File: src/rtl/irq_prio_resolver.sv
module irq_prio_resolver #(
  parameter int N = 8,
  localparam int LW = $clog2(N)
) (
  input  logic          clk,
  input  logic          rst,
  input  logic [N-1:0]  irq,
  input  logic          level_mode,
  input  logic          mask_we,
  input  logic [N-1:0]  mask_in,
  input  logic          cmd_we,
  input  logic [2:0]    cmd,
  input  logic [LW-1:0] cmd_lvl,
  input  logic          special_mask,
  input  logic          auto_eoi,
  input  logic          ack,
  input  logic          ack_end,
  output logic          irq_out,
  output logic [LW-1:0] sel_lvl,
  output logic          sel_valid,
  output logic [N-1:0]  irr,
  output logic [N-1:0]  isr
);

  logic [N-1:0]  ir_s, ir_d, irr_q, isr_q, mask_q;
  logic [LW-1:0] lp_q, last_q;
  logic          rot_q;

  logic [N-1:0]  pend, blk;
  logic [LW-1:0] top_lvl;
  logic          top_valid;

  assign pend = irr_q & ~mask_q;
  assign blk  = special_mask ? (isr_q & ~mask_q) : isr_q;

  always_comb begin
    logic done;
    sel_lvl   = '0;
    sel_valid = 1'b0;
    top_lvl   = '0;
    top_valid = 1'b0;
    done      = 1'b0;
    for (int k = 0; k < N; k++) begin
      logic [LW-1:0] l;
      l = lp_q + LW'(k + 1);
      if (!top_valid && isr_q[l]) begin
        top_lvl   = l;
        top_valid = 1'b1;
      end
      if (!done) begin
        if (blk[l]) done = 1'b1;
        else if (pend[l]) begin
          sel_lvl   = l;
          sel_valid = 1'b1;
          done      = 1'b1;
        end
      end
    end
  end

  assign irq_out = sel_valid;
  assign irr     = irr_q;
  assign isr     = isr_q;

  logic          take;
  logic [N-1:0]  irr_clr, isr_set, isr_clr, edge_hit;

  assign take     = ack && sel_valid;
  assign edge_hit = ir_s & ~ir_d;
  assign irr_clr  = take ? (N'(1) << sel_lvl) : '0;
  assign isr_set  = take ? (N'(1) << sel_lvl) : '0;

  always_comb begin
    isr_clr = '0;
    if (cmd_we) begin
      case (cmd)
        3'b001, 3'b101: if (top_valid) isr_clr = N'(1) << top_lvl;
        3'b011, 3'b111: isr_clr = N'(1) << cmd_lvl;
        default: ;
      endcase
    end
    if (ack_end && auto_eoi) isr_clr = isr_clr | (N'(1) << last_q);
  end

  always_ff @(posedge clk) begin
    if (rst) begin
      ir_s   <= '0;
      ir_d   <= '0;
      irr_q  <= '0;
      isr_q  <= '0;
      mask_q <= '0;
      lp_q   <= LW'(N - 1);
      last_q <= '0;
      rot_q  <= 1'b0;
    end else begin
      ir_s  <= irq;
      ir_d  <= ir_s;
      irr_q <= level_mode ? (irq & ~irr_clr) : ((irr_q | edge_hit) & ~irr_clr);
      isr_q <= (isr_q & ~isr_clr) | isr_set;
      if (take) last_q <= sel_lvl;
      if (mask_we) mask_q <= mask_in;
      if (cmd_we) begin
        case (cmd)
          3'b100: rot_q <= 1'b1;
          3'b000: rot_q <= 1'b0;
          3'b101: if (top_valid) lp_q <= top_lvl;
          3'b111, 3'b110: lp_q <= cmd_lvl;
          default: ;
        endcase
      end
      if (ack_end && auto_eoi && rot_q) lp_q <= last_q;
    end
  end

  assert_reset_clears_R9: assert property (@(posedge clk)
    rst |=> (isr_q == '0 && irr_q == '0 && mask_q == '0));

  assert_sel_pending_R7: assert property (@(posedge clk) disable iff (rst)
    sel_valid |-> (irr_q[sel_lvl] && !mask_q[sel_lvl]));

  assert_sel_not_in_service_R6: assert property (@(posedge clk) disable iff (rst)
    sel_valid |-> !isr_q[sel_lvl]);

  assert_ack_sets_isr_R3: assert property (@(posedge clk) disable iff (rst)
    (ack && sel_valid) |=> isr_q[$past(sel_lvl)]);

  assert_spec_eoi_clears_R4: assert property (@(posedge clk) disable iff (rst)
    (cmd_we && cmd == 3'b011 && !ack) |=> !isr_q[$past(cmd_lvl)]);

  assert_mask_load_R7: assert property (@(posedge clk) disable iff (rst)
    mask_we |=> mask_q == $past(mask_in));

endmodule

File: config.mk
export PLATFORM = sky130hd
export DESIGN_NAME = irq_prio_resolver
export DESIGN_NICKNAME = d
export VERILOG_FILES = /design/src/rtl/irq_prio_resolver.sv
export SDC_FILE = /design/constraint.sdc
export NUM_CORES = 1
export LEC_CHECK = 0
export BUFFER_PORTS_ARGS = -buffer_cell sky130_fd_sc_hd__buf_2
export CAP_MARGIN = 20
export CORE_UTILIZATION = 30
export CTS_BUF_LIST = sky130_fd_sc_hd__clkbuf_2 sky130_fd_sc_hd__clkbuf_4 sky130_fd_sc_hd__clkbuf_8
export DETAILED_ROUTE_END_ITERATION = 8
export PLACE_DENSITY = 0.45
export SLEW_MARGIN = 30
export SYNTH_ARGS = -nofsm -noshare
export SYNTH_HDL_FRONTEND = slang
export SYNTH_SLANG_ARGS = --single-unit
File: constraint.sdc
create_clock -name clk -period 5 [get_ports clk]
set_clock_uncertainty 0.15 [all_clocks]
set_input_delay 1 -clock clk [delete_from_list [all_inputs] [get_ports clk]]
set_output_delay 1 -clock clk [all_outputs]
set_load 0.05 [all_outputs]
# [After elaboration in Yosys (flattened, before gate mapping)]
# Index checks and enable logic that the tools add are counted.
[totals] word_cells=214 reg_bits=47
[op_classes] eq_ne=7 reduce_logical=26 n_addsub=7 bitwise=13 muxes=141 shifts=4 order_cmp=8
[ops] operator="$mux 3" count=34
[ops] operator="$mux 1" count=74
[ops] operator="$bmux 1 s3" count=24
[ops] operator="$and 8x8->8" count=6
[ops] operator="$mux 8" count=6
[ops] operator="$lt 3x4->1 const B" count=8
[ops] operator="$not 8->8" count=4
[ops] operator="$shl 1x3->8 const A" count=4
[ops] operator="$or 8x8->8" count=3
[ops] operator="$pmux 8 s2" count=1
[ops] operator="$add 3x3->3 const B" count=4
[ops] operator="$eq 3x3->1 const B" count=4
[ops] operator="$logic_and 1x1->1" count=10
[ops] operator="$logic_not 1->1" count=7
[ops] operator="$add 3x2->3 const B" count=2
[ops] operator="$pmux 3 s2" count=1
[ops] operator="$reduce_or 2->1" count=3
[ops] operator="$reduce_bool 2->1" count=2
[ops] operator="$add 3x1->3 const B" count=1
[ops] operator="$eq 3x1->1 const B" count=1
[ops] operator="$eq 3x2->1 const B" count=1
[ops] operator="$logic_not 3->1" count=1
[ops] operator="$ne 3x3->1 const B" count=1
[ops] operator="$reduce_and 3->1" count=1
[ops] operator="3 further kinds" count=3

# [Logic depth before layout (Yosys ltp)]
[depth] word_depth=34 depth_mapped=15

# [Worst setup path after synthesis]
# Ideal clock, no wire load.
[synth_path] path_type="register to output" from="register lp_q[0]" to="output port sel_lvl[0]" stages_incl_launch_ff=13 t_arrival_ns=3.567 setup_slack_ns=0.283 path_cell_list="dfxtp_1 > buf_6 > clkinv_8 > buf_2 > ha_1 > buf_2 > xor2_1 > nand2_1 > o22ai_1 > o21bai_4 > nor4_4 > nand2_1 > a32oi_1"
[synth_via] elab_chain_len=26 elab_cells_between_ends=82 classes_between="add/sub: 7; mux: 75"
[synth_rtl] item="start, declared" line_no="26" rtl="logic [LW-1:0] lp_q, last_q;"
[synth_rtl] item="start signal, assigned" line_no="92" rtl="lp_q <= LW'(N - 1);"
[synth_rtl] item="start signal, assigned" line_no="106" rtl="3'b101: if (top_valid) lp_q <= top_lvl;"
[synth_rtl] item="start signal, assigned" line_no="107" rtl="3'b111, 3'b110: lp_q <= cmd_lvl;"
[synth_rtl] item="$add 3x1->3" line_no="45" rtl="l = lp_q + LW'(k + 1);"
[synth_rtl] item="$bmux 1 s3" line_no="52" rtl="else if (pend[l]) begin"
[synth_rtl] item="$mux 1 (implied by the code)" line_no="52"
[synth_rtl] item="$mux 3" line_no="52"
[synth_rtl] item="$mux 3" line_no="51" rtl="if (blk[l]) done = 1'b1;"
[synth_rtl] item="$mux 3" line_no="52"
[synth_rtl] item="$mux 3" line_no="51"
[synth_rtl] item="$mux 3" line_no="50" rtl="if (!done) begin"
[synth_rtl] item="(+10 left out)"
[synth_rtl] item="$mux 3" line_no="51"
[synth_rtl] item="$mux 3" line_no="50"
[synth_rtl] item="$mux 3" line_no="52"
[synth_rtl] item="$mux 3" line_no="51"
[synth_rtl] item="$mux 3" line_no="50"
[synth_rtl] item="$mux 3" line_no="52"
[synth_rtl] item="$mux 3" line_no="51"
[synth_rtl] item="$mux 3 (*)" line_no="50"
[synth_rtl] item="end, declared" line_no="19" rtl="output logic [LW-1:0] sel_lvl,"
# Mark *: on every way between the ends. The rest lies on a longest branch, timed or not. The select of a mux whose other input is x is not followed.

# [Worst setup path in the final report]
[layout_path] from="input port special_mask" to="output port sel_lvl[1]"
[layout_via] elab_chain_len=25 elab_cells_between_ends=52 classes_between="mux: 52"
[layout_rtl] item="start, declared" line_no="14" rtl="input logic special_mask,"
[layout_rtl] item="$mux 8 (*)" line_no="34" rtl="assign blk = special_mask ? (isr_q & ~mask_q) : isr_q;"
[layout_rtl] item="$bmux 1 s3" line_no="51"
[layout_rtl] item="$mux 1 (implied by the code)" line_no="51"
[layout_rtl] item="$mux 3" line_no="51"
[layout_rtl] item="$mux 3" line_no="52"
[layout_rtl] item="$mux 3" line_no="51"
[layout_rtl] item="$mux 3" line_no="50"
[layout_rtl] item="$mux 3" line_no="52"
[layout_rtl] item="(+9 left out)"
[layout_rtl] item="$mux 3" line_no="51"
[layout_rtl] item="$mux 3" line_no="50"
[layout_rtl] item="$mux 3" line_no="52"
[layout_rtl] item="$mux 3" line_no="51"
[layout_rtl] item="$mux 3" line_no="50"
[layout_rtl] item="$mux 3" line_no="52"
[layout_rtl] item="$mux 3" line_no="51"
[layout_rtl] item="$mux 3 (*)" line_no="50"
# Marks and branches as above.

==> run metrics <==
Ports=52; syn_nets=559; largest net degree at the start of global routing=51; Avg Cell Area, Syn=8.423 um^2; highest-count cells in the layout ignoring fill and taps=nor2_1 (56), buf_2 (51), nand2_1 (47); setup slack at placement=0.2683 ns; Worst Path Arrival=3.60 ns; first-pass GRT wire length=22.91 mm; LEAKAGE=1.953 nW; min-delay worst type=reg2reg; antenna viol nets, final=0; worst slew pin tran=0.9248 ns; CTS root buffer=clkbuf_8; Main synth FF type=dfxtp_1; Final Cycle Share=95.02%; Fin Setup TNS=0 ns; Synth area leader=dfxtp_1; Vert. Die Dim=123.5 um; mean routed wirelength per cell=19.34 um; Via density=5.757; Longest Clk Path Bufs=2; WP data required=3.85 ns; startpoint types=input pin; Cell Area, Synth=4430 um^2; Die W=123.5 um; final setup fails=0; Starting Density=30.60%; Pre-antenna DRT Iters=5; Worst Setup End Kind=output port; DRT iter0 DRCs=360; Synthesis Warnings=0; Post-Route WL=14.81 mm; worst skew pair latency=0.31 ns; Die Area=15260 um^2; Setup CP Type=in2out; Pins Over Slew Limit=0; most common cell after layout, fill and taps aside=nor2_1; Worst path max stage delay=0.50 ns; Post-synth ARST share=0%; Setup WS post-layout=0.2488 ns; RSZ-0062 raised after global routing=false; DR DRC count=0; minimum clock period=4.751 ns; Core Region=14480 um^2; clk slew on worst S/H paths=0.09 ns; highest clock rate=0.2105 GHz; Yosys cell types=80; register area share after synthesis=21.24%; Max Cap Viol=0; Non-Filler Instances=766; fin nets=613; Synth top area share=21.24%; Cell Pwr Density=655.0 nW/um^2; number of port buffers=51; CP max FO=8; Vias=4410; Synth area leaders=dfxtp_1 (21%), mux4_2 (13%), mux2i_1 (6.8%), nor2_1 (4.7%), nand2_1 (4.0%); CTS buffer count=5; number of global-route vias before repair=4039; final hold viol count=0; Final Util=35.01%; H-tree levels=2; GP Congestion=0.9768; Critical-path top delay cell=mux4_2; Post-Place Cells=757; initial antenna violation count=1; flip-flop and latch count after synthesis=47; gr usage total=20.07%; total grt overflow=0; Sink Count=47; CTS tree=done; Post-synth EDFFs=0; most used cell, CP=buf_2; dpl hpwl=11.70 mm; status=finished clean; cells after synthesis=526; row cnt=44; Max IR drop VDD=0.4214 mV; CP cell instances=buf_2, a21boi_1, mux4_2, mux2i_1, o21ai_2, nor4_4, or4b_1, nand3_1, a22o_4, buf_2; fillcell total=1517; proportion of layout cells with a drive suffix above 1=24.27%; relative slew slack=38.34%; Area Growth Syn to Fin=14.40%
==> area by class of cell <==
type | instances | area [um^2] | share of cell area, %
multi-input cells | 433 | 3278 | 64.68
flip-flops and latches | 47 | 942.2 | 18.59
repair buffers | 76 | 442.9 | 8.739
well taps | 184 | 230.2 | 4.542
clock buffers | 6 | 82.58 | 1.629
inverters | 17 | 76.32 | 1.506
clock inverters | 2 | 13.76 | 0.2715
diodes | 1 | 2.502 | 0.04937
==> metrics by stage <==
| step | hold slack [ns] | total power, mW | area [um^2] |
|---|---|---|---|
| finish | 0.3202 | 3.320 | 5069 |
| global route | 0.3258 | 3.542 | 5066 |
| CTS | 0.3217 | 3.298 | 5050 |
| detailed placement | 0.3054 | 3.035 | 4954 |
| global placement | 0.2955 | 3.057 | 4954 |
| floorplan | 0.2884 | 2.339 | 4431 |
==> cells in the mapped netlist, drive strengths merged (4+ instances only) <==
| cell type | n |
|---|---|
| a221oi | 5 |
| mux2 | 10 |
| inv | 15 |
| o22ai | 12 |
| buf | 15 |
| o221ai | 7 |
| dfxtp | 47 |
| nor3 | 20 |
| clkbuf | 14 |
| nor3b | 5 |
| a21oi | 32 |
| nand2 | 47 |
| nor2 | 57 |
| mux4 | 25 |
| o21a | 5 |
| nor2b | 27 |
| o21bai | 4 |
| o31ai | 7 |
| nand2b | 18 |
| a21boi | 10 |
| mux2i | 33 |
| a211oi | 9 |
| nand3 | 9 |
| nor4b | 4 |
| o21ai | 16 |
| or3 | 4 |
| a31oi | 5 |
| a22oi | 4 |
| nand4 | 4 |
==> registers in the layout, indices dropped and copies added, names as in the netlist <==
register / count
mask_q: 8
ir_d: 8
isr: 8
last_q: 3
irr: 8
ir_s: 8
lp_q: 3
rot_q: 1
==> final timing paths <==
path                 to  cells past startpoint  slack (ns)          from
max          sel_lvl[1]                     10        0.25  special_mask
min             ir_d[2]                      1        0.32       ir_s[2]
max reg2reg     lp_q[1]                     11        1.05       lp_q[0]
min reg2reg     ir_d[2]                      1        0.32       ir_s[2]
==> layer usage <==
metal | track usage (%) | wire (um) | part of all wire [%] | vias to the layer above
met5 | 0 | 0 | 0 | -
met4 | 7.530 | 424 | 2.9 | 0
met3 | 2.860 | 831 | 5.6 | 24
met2 | 33.17 | 7028 | 47 | 169
met1 | 26.36 | 6530 | 44 | 2124
li1 | - | - | - | 2093
==> report_power, final <==
group | internal (mW) | switching, mW | total, mW
clock network | 0.113 | 0.136 | 0.249
registers | 0.429 | 0.0873 | 0.516
logic | 0.885 | 1.67 | 2.55
total | 1.43 | 1.89 | 3.32
==> cells by family (layout without fill, tap and decap cells) <==
| logic type | Yosys count | after routing | share of synthesized area [%] |
|---|---|---|---|
| flops | 47 | 47 | 21.24 |
| fa+ha+maj | 2 | 2 | 0.5647 |
| simple gates | 217 | 217 | 25.95 |
| other cells | 0 | 1 | 0 |
| mux | 68 | 68 | 22.96 |
| compound gates | 140 | 140 | 22.96 |
| xor+xnor | 6 | 6 | 1.186 |
| buf+inv | 46 | 101 | 5.140 |
==> repair_timing <==
item                                    4_1_cts  5_1_grt
buffers inserted                              0        0
hold buffers                                  0        0
gates resized for setup                       0        2
endpoints found under the setup margin        0        1
==> critical path, delay by kind of cell <==
| kind | cells | cell delay (ns) |
|---|---|---|
| AND/OR/NAND/NOR | 3 | 0.97 |
| AO/OA/AOI/OAI | 3 | 0.47 |
| multiplexers | 2 | 0.72 |
| buffers and inverters | 2 | 0.43 |
Power figures use the tool's default switching activity.
